==> config.mk <==
export PLATFORM = sky130hd
export DESIGN_NAME = pinmux_sleep_force
export DESIGN_NICKNAME = d
export VERILOG_FILES = /design/src/rtl/pinmux_pkg.sv /design/src/rtl/pinmux_cfg_regs.sv /design/src/rtl/pinmux_pin_sel.sv /design/src/rtl/pinmux_pad_sel.sv /design/src/rtl/pinmux_sleep_force.sv
export SDC_FILE = /design/constraint.sdc
export NUM_CORES = 1
export LEC_CHECK = 0
export ABC_AREA = 1
export BUFFER_PORTS_ARGS = -buffer_cell sky130_fd_sc_hd__buf_2
export CAP_MARGIN = 20
export CELL_PAD_IN_SITES_DETAIL_PLACEMENT = 0
export CELL_PAD_IN_SITES_GLOBAL_PLACEMENT = 1
export CORE_AREA = 4 4 212 214
export CTS_CLUSTER_DIAMETER = 100
export DETAILED_ROUTE_END_ITERATION = 12
export DIE_AREA = 0 0 216 218
export PLACE_DENSITY_LB_ADDON = 0.08
export SETUP_SLACK_MARGIN = 0.02
export SLEW_MARGIN = 20
export SYNTH_ARGS = -nofsm -noshare
export SYNTH_HDL_FRONTEND = slang
export SYNTH_SLANG_ARGS = --single-unit
==> constraint.sdc <==
create_clock -name clk -period 1.8 [get_ports clk]
set_clock_uncertainty 0.1 [all_clocks]
set_input_delay 0.36 -clock clk [delete_from_list [all_inputs] [get_ports clk]]
set_output_delay 0.36 -clock clk [all_outputs]
set_load 0.005 [all_outputs]
==> src/rtl/pinmux_pkg.sv <==
package pinmux_pkg;

    localparam int CFG_ADDR_W = 2;
    localparam int NUM_FUNCS  = 3;

    // configuration register addresses
    typedef enum logic [CFG_ADDR_W-1:0] {
        REG_SEL_A  = 2'd0,
        REG_SEL_B  = 2'd1,
        REG_SLEEP  = 2'd2,
        REG_RSVD   = 2'd3
    } cfg_reg_e;

    // pin mode: bit0 is the A select bit, bit1 the B select bit
    typedef enum logic [1:0] {
        MODE_GPIO = 2'b00,
        MODE_FA   = 2'b01,
        MODE_FB   = 2'b10,
        MODE_FC   = 2'b11
    } mux_mode_e;

endpackage

==> src/rtl/pinmux_cfg_regs.sv <==
module pinmux_cfg_regs
    import pinmux_pkg::*;
#(
    parameter int NUM_PINS = 32
) (
    input  logic                  clk,
    input  logic                  rst_n,
    input  logic                  cfg_we,
    input  logic [CFG_ADDR_W-1:0] cfg_addr,
    input  logic [NUM_PINS-1:0]   cfg_wdata,
    output logic [NUM_PINS-1:0]   cfg_rdata,
    output logic [NUM_PINS-1:0]   sel_a,
    output logic [NUM_PINS-1:0]   sel_b,
    output logic [NUM_PINS-1:0]   slp_keep
);

    typedef struct packed {
        logic [NUM_PINS-1:0] sel_a;
        logic [NUM_PINS-1:0] sel_b;
        logic [NUM_PINS-1:0] keep;
    } cfg_state_t;

    localparam cfg_state_t RST_STATE = '{sel_a: '0, sel_b: '0, keep: '1};

    cfg_state_t state_d, state_q;

    always_comb begin
        state_d = state_q;
        if (cfg_we) begin
            case (cfg_reg_e'(cfg_addr))
                REG_SEL_A: state_d.sel_a = cfg_wdata;
                REG_SEL_B: state_d.sel_b = cfg_wdata;
                REG_SLEEP: state_d.keep  = cfg_wdata;
                default:   state_d       = state_q;
            endcase
        end
    end

    always_ff @(posedge clk) begin
        if (!rst_n) begin
            state_q <= RST_STATE;
        end else begin
            state_q <= state_d;
        end
    end

    always_comb begin
        case (cfg_reg_e'(cfg_addr))
            REG_SEL_A: cfg_rdata = state_q.sel_a;
            REG_SEL_B: cfg_rdata = state_q.sel_b;
            REG_SLEEP: cfg_rdata = state_q.keep;
            default:   cfg_rdata = '0;
        endcase
    end

    assign sel_a    = state_q.sel_a;
    assign sel_b    = state_q.sel_b;
    assign slp_keep = state_q.keep;

    // reset leaves GPIO selected everywhere and every pin kept
    a_r2_reset_values: assert property (@(posedge clk)
        !rst_n |=> (sel_a == '0 && sel_b == '0 && slp_keep == '1));

    // no write strobe, no register change
    a_r3_hold_without_write: assert property (@(posedge clk) disable iff (!rst_n)
        !cfg_we |=> $stable(state_q));

    // reserved address leaves every register alone
    a_r3_reserved_ignored: assert property (@(posedge clk) disable iff (!rst_n)
        (cfg_we && cfg_addr == REG_RSVD) |=> $stable(state_q));

    // sleep mask write lands one edge later
    a_r3_keep_write_lands: assert property (@(posedge clk) disable iff (!rst_n)
        (cfg_we && cfg_addr == REG_SLEEP) |=> slp_keep == $past(cfg_wdata));

endmodule

==> src/rtl/pinmux_pin_sel.sv <==
module pinmux_pin_sel
    import pinmux_pkg::*;
#(
    parameter int NUM_PINS = 32
) (
    input  logic                     io_force,
    input  logic [NUM_PINS-1:0]      sel_a,
    input  logic [NUM_PINS-1:0]      sel_b,
    input  logic [NUM_PINS-1:0]      slp_keep,
    output mux_mode_e [NUM_PINS-1:0] pin_mode,
    output logic [NUM_PINS-1:0]      wake_en
);

    for (genvar p = 0; p < NUM_PINS; p++) begin : g_pin
        logic forced;
        assign forced = io_force & ~slp_keep[p];

        always_comb begin
            if (forced) begin
                pin_mode[p] = MODE_GPIO;
            end else begin
                pin_mode[p] = mux_mode_e'({sel_b[p], sel_a[p]});
            end
        end

        assign wake_en[p] = forced;
    end

endmodule

==> src/rtl/pinmux_pad_sel.sv <==
module pinmux_pad_sel
    import pinmux_pkg::*;
#(
    parameter int NUM_PINS = 32
) (
    input  mux_mode_e [NUM_PINS-1:0]                 pin_mode,
    input  logic [NUM_PINS-1:0]                      gpio_out,
    input  logic [NUM_PINS-1:0]                      gpio_oe,
    input  logic [NUM_PINS-1:0]                      gpio_pull_en,
    input  logic [NUM_PINS-1:0]                      gpio_pull_up,
    input  logic [NUM_FUNCS-1:0][NUM_PINS-1:0]       fn_out,
    input  logic [NUM_FUNCS-1:0][NUM_PINS-1:0]       fn_oe,
    output logic [NUM_PINS-1:0]                      pad_out,
    output logic [NUM_PINS-1:0]                      pad_oe,
    output logic [NUM_PINS-1:0]                      pad_pull_en,
    output logic [NUM_PINS-1:0]                      pad_pull_up
);

    localparam int FN_IDX_W = (NUM_FUNCS > 1) ? $clog2(NUM_FUNCS) : 1;

    for (genvar p = 0; p < NUM_PINS; p++) begin : g_pad
        logic [FN_IDX_W-1:0] fn_idx;

        // function A sits at mode 1, so function k is mode k+1
        assign fn_idx = FN_IDX_W'(pin_mode[p] - 2'd1);

        always_comb begin
            if (pin_mode[p] == MODE_GPIO) begin
                pad_out[p]     = gpio_out[p];
                pad_oe[p]      = gpio_oe[p];
                pad_pull_en[p] = gpio_pull_en[p];
                pad_pull_up[p] = gpio_pull_up[p];
            end else begin
                pad_out[p]     = fn_out[fn_idx][p];
                pad_oe[p]      = fn_oe[fn_idx][p];
                pad_pull_en[p] = 1'b0;
                pad_pull_up[p] = 1'b0;
            end
        end
    end

endmodule

==> src/rtl/pinmux_sleep_force.sv <==
module pinmux_sleep_force
    import pinmux_pkg::*;
#(
    parameter int NUM_PINS = 32
) (
    input  logic                  clk,
    input  logic                  rst_n,
    input  logic                  cfg_we,
    input  logic [CFG_ADDR_W-1:0] cfg_addr,
    input  logic [NUM_PINS-1:0]   cfg_wdata,
    output logic [NUM_PINS-1:0]   cfg_rdata,
    input  logic                  io_force,
    input  logic [NUM_PINS-1:0]   gpio_out,
    input  logic [NUM_PINS-1:0]   gpio_oe,
    input  logic [NUM_PINS-1:0]   gpio_pull_en,
    input  logic [NUM_PINS-1:0]   gpio_pull_up,
    input  logic [NUM_PINS-1:0]   fa_out,
    input  logic [NUM_PINS-1:0]   fa_oe,
    input  logic [NUM_PINS-1:0]   fb_out,
    input  logic [NUM_PINS-1:0]   fb_oe,
    input  logic [NUM_PINS-1:0]   fc_out,
    input  logic [NUM_PINS-1:0]   fc_oe,
    output logic [NUM_PINS-1:0]   pad_out,
    output logic [NUM_PINS-1:0]   pad_oe,
    output logic [NUM_PINS-1:0]   pad_pull_en,
    output logic [NUM_PINS-1:0]   pad_pull_up,
    output logic [NUM_PINS-1:0]   wake_en
);

    logic [NUM_PINS-1:0]                sel_a, sel_b, slp_keep;
    mux_mode_e [NUM_PINS-1:0]           pin_mode;
    logic [NUM_FUNCS-1:0][NUM_PINS-1:0] fn_out, fn_oe;

    assign fn_out = {fc_out, fb_out, fa_out};
    assign fn_oe  = {fc_oe,  fb_oe,  fa_oe};

    pinmux_cfg_regs #(.NUM_PINS(NUM_PINS)) u_regs (
        .clk       (clk),
        .rst_n     (rst_n),
        .cfg_we    (cfg_we),
        .cfg_addr  (cfg_addr),
        .cfg_wdata (cfg_wdata),
        .cfg_rdata (cfg_rdata),
        .sel_a     (sel_a),
        .sel_b     (sel_b),
        .slp_keep  (slp_keep)
    );

    pinmux_pin_sel #(.NUM_PINS(NUM_PINS)) u_pin_sel (
        .io_force (io_force),
        .sel_a    (sel_a),
        .sel_b    (sel_b),
        .slp_keep (slp_keep),
        .pin_mode (pin_mode),
        .wake_en  (wake_en)
    );

    pinmux_pad_sel #(.NUM_PINS(NUM_PINS)) u_pad_sel (
        .pin_mode     (pin_mode),
        .gpio_out     (gpio_out),
        .gpio_oe      (gpio_oe),
        .gpio_pull_en (gpio_pull_en),
        .gpio_pull_up (gpio_pull_up),
        .fn_out       (fn_out),
        .fn_oe        (fn_oe),
        .pad_out      (pad_out),
        .pad_oe       (pad_oe),
        .pad_pull_en  (pad_pull_en),
        .pad_pull_up  (pad_pull_up)
    );

    // a kept pin never asks for wake, and nothing wakes without force
    a_r9_wake_masked: assert property (@(posedge clk) disable iff (!rst_n)
        (wake_en & slp_keep) == '0);
    a_r9_wake_needs_force: assert property (@(posedge clk) disable iff (!rst_n)
        !io_force |-> wake_en == '0);

    for (genvar p = 0; p < NUM_PINS; p++) begin : g_chk
        // forced pin is driven by the GPIO bank
        a_r5_forced_to_gpio: assert property (@(posedge clk) disable iff (!rst_n)
            (io_force && !slp_keep[p]) |->
                (pad_out[p] == gpio_out[p] && pad_oe[p] == gpio_oe[p]));
        // kept pin with both select bits stays on function C
        a_r6_kept_on_fc: assert property (@(posedge clk) disable iff (!rst_n)
            (slp_keep[p] && sel_a[p] && sel_b[p]) |->
                (pad_out[p] == fc_out[p] && pad_oe[p] == fc_oe[p]));
        // peripheral modes leave pulls off
        a_r8_no_pull_on_fn: assert property (@(posedge clk) disable iff (!rst_n)
            (pin_mode[p] != MODE_GPIO) |-> (!pad_pull_en[p] && !pad_pull_up[p]));
    end

endmodule

==> run_results.csv <==
group,metric,value,unit
sta,fin_hold_ws,0.150,ns
pwr,p_sw,2740,µW
setup_path,r2r-end,"u_regs.slp_keep[5]$_SDFFE_PN1P_",
worst_hold_path,min_from,"cfg_wdata[5]",
global_routing,grt_pass1_vias,12293,
worst_hold_path,worstHoldEndpoint,"u_regs.slp_keep[5]$_SDFFE_PN1P_",
placed_design,dp_hpwl,35500,µm
setup_path,r2r_start,"u_regs.slp_keep[5]$_SDFFE_PN1P_",
cts,clock-root-buffer,"clkbuf_16",
global_routing,gr-total-overflow,0,
drt,vias,12196,
synthesis,ys_types,19,
cells_and_area,num-fill-cells,4797,
cells_and_area,seq_area,0.00196,mm²
floorplan,core,0.0429,mm²
pwr,switching_share,35.2,%
cts,path_clk_slew,0.08,ns
synthesis,yosys.area.top_type_share,21.5,%
setup_path,crit_chain,"inv_2 -> nand2_4 -> nand2_4 -> ha_4 -> buf_4 -> nand3_1 -> a21oi_2 -> buf_2",
sta,report.final.slew_viol_count,0,
setup_path,cp.arrival,1.65,ns
sta,slew_headroom,73.8,%
setup_path,crit_fanout,3,
cts,clk_latency,0.35,ns
drt,wl_per_cell,14.9,µm
sta,clock.fmax,475,MHz
cts,ctsHoldBuffers,0,
cells_and_area,multiInputGateArea,0.00675,mm²
drt,initialDrtViolationCount,399,
drt,post-route-drc-count,0,
run,max-cap-violations,0,
setup_path,cp_num_buf_inv,3,
cts,clock_sinks,96,
global_routing,grt_usage,17.2,%
synthesis,synth_area_leader_cell,"dfxtp_1",
pwr,pwr-share-comb,43.6,%
outcome,status,"finished, violations left",
global_routing,grt_max_degree,97,
pwr,cellLeakagePower,0.00904,µW
synthesis,synth_area_per_cell,5.70,µm²
setup_path,crit_cells,8,
cells_and_area,finish.cell_count_without_fillers,2892,
placed_design,port_buffers,549,
cells_and_area,fin_util,37.8,%
cells_and_area,synthToLayoutAreaGrowth,81.3,%
floorplan,rows,76,
setup_path,worstPathRequired,1.34,ns
setup_path,cpPeakStageDelay,0.32,ns
pwr,ir_drop,386,µV
synthesis,syn_area,0.00895,mm²
synthesis,synth_nets,1992,
sta,setup_slack,-0.305,ns
setup_path,cp_common_cell,"nand2_4",
floorplan,die_w,216,µm
worst_hold_path,hold_depth,3,
outcome,violations,"negative setup slack",
synthesis,synth.ff_latch_count,96,
synthesis,ys_top_cells_by_area,"dfxtp_1 21%, inv_1 16%, nand2_1 15%",
global_routing,grt_pass1_wl,65900,µm
cts,cts_tree,"yes",
setup_path,reg2regPathDepth,5,
drt,wl,43000,µm
sta,min_period_over_period,117,%
floorplan,initial_core_util,20.9,%
setup_path,cp-start-kind,"flip-flop",
sta,hold_violations,0,
setup_path,crit_family,"flip-flops",
pwr,pwr-share-seq,30.0,%
cts,cts_buffer_depth,2,
pwr,cellPowerDensity,480,mW/mm²
setup_path,worstSetupPathType,"flip-flop to primary output",
synthesis,synthCells,1570,
placed_design,dp_cells,2803,
cells_and_area,final_nets,2718,
worst_hold_path,hold_class,"input pin to flip-flop",
floorplan,die_y,218,µm
sta,setup-violations-final,64,
floorplan,ioPinCount,550,
cts,cts_buffers,9,
synthesis,synth-seq-area-share,21.5,%
synthesis,ys_warn_count,0,
global_routing,antenna_found_initial,8,
pwr,p_int,5060,µW
pwr,pwr-share-clk,26.4,%
floorplan,dieArea,0.0471,mm²
cells_and_area,final_layout_size_suffix_gt1_share,51.3,%
cells_and_area,layout_common_cells,"536 x buf_2, 283 x inv_1, 233 x nand2_1, 224 x buf_4, 176 x nor2_1",
cts,htreeDepth,3,
drt,firstDrtPassIters,4,
sta,tightestPinTransition,0.394,ns
setup_path,reg2reg_slack,0.79,ns
cells_and_area,final_common_cell,"buf_2",
sta,rsz0062_at_grt,"true",
setup_path,critPathSlowestCell,"dfxtp_2",
setup_path,worstSetupEndpointType,"primary output",
placed_design,gp_congestion,0.858,
drt,postRouteAntennaNets,0,
sta,period_minus_slack,2.11,ns
drt,viasPerCell,4.22,
[cells by family (layout without fill, tap and decap cells)]
family,after synthesis,count (layout),synth area share [%]
AOI/OAI and AO/OA,224,224,14.8
adders and majority gates,64,64,8.95
buffers and inverters,470,1201,21.3
DFF,96,96,21.5
other,0,6,0
and+or+nand+nor,716,716,33.5
[synthesized netlist by cell type]
master	count
nor2_2	1
inv_2	2
o211ai_1	32
nand4_1	64
nor2_4	1
nor2_1	185
clkbuf_1	41
ha_1	64
inv_1	379
or2_1	1
buf_4	35
dfxtp_1	96
nand3_1	110
buf_2	10
o221ai_1	32
buf_1	3
nand2_1	354
a21oi_1	96
o21ai_0	64
[flip-flops by register name (all words and copies together) (netlist names)]
signal and flops:
u_regs.sel_a 32, u_regs.sel_b 32, u_regs.slp_keep 32
[what timing repair did]
item                                    CTS  global route
setup buffers                            49            22
cloned                                    1             0
pin swaps                               153           147
gates resized for setup                 254           108
endpoints found under the setup margin  163           107
[area by class of cell]
type / count / share of cell area (%)
diodes: 6 / 0.0925
clock buffers: 11 / 1.50
clock inverters: 5 / 0.393
inverters: 381 / 8.86
multi-input cells: 1004 / 41.6
flip-flops and latches: 96 / 12.1
well taps: 585 / 4.51
repair buffers: 804 / 31.0
[layer usage]
layer / GRT usage [%] / vias to the layer above / share of wire (%)
met1: 20.4 / 5510 / 42
li1: - / 6334 / -
met3: 3.07 / 34 / 5.4
met5: 0 / - / 0.063
met2: 32.1 / 314 / 51
met4: 4.20 / 4 / 1.6
[worst reg2reg max path, stage by stage (launching register included)]
cell and delay (ns):
dfxtp_2 0.33, inv_2 0.04, buf_6 0.11, buf_6 0.10
buf_6 0.10, o211ai_1 0.15
[power by group through the flow]
stage	logic, µW	clock network [µW]	registers, µW
final	3400	2060	2340
after detailed placement	3020	0	2340
after CTS	3310	2150	2340
after floorplan	1480	0	2340
after global routing	3810	2210	2350
after global placement	3020	0	2340
[metrics by stage]
| step | cell area [µm²] | power, µW | setup slack [ns] | TNS, ns |
|---|---|---|---|---|
| 6_report | 16200 | 7800 | -0.305 | -14.90 |
| 5_1_grt | 16200 | 8370 | -0.407 | -21.65 |
| 4_1_cts | 15700 | 7800 | -0.370 | -17.41 |
| 3_5_place_dp | 14300 | 5360 | -0.738 | -41.06 |
| 3_3_place_gp | 14300 | 5360 | -0.750 | -39.78 |
| 2_1_floorplan | 9710 | 3820 | 0.0153 | 0 |
[how the worst max path moves through the flow]
stage	from	to	slack (ns)
floorplan	io_force	pad_oe[20]	0.02
global placement	io_force	pad_out[8]	-0.75
detailed placement	io_force	pad_out[8]	-0.74
CTS	u_regs.slp_keep[8]$_SDFFE_PN1P_	pad_out[8]	-0.37
global route	u_regs.slp_keep[8]$_SDFFE_PN1P_	pad_oe[8]	-0.41
finish	u_regs.slp_keep[19]$_SDFFE_PN1P_	pad_oe[19]	-0.31
Note: power is estimated with default switching activity, not from simulation.
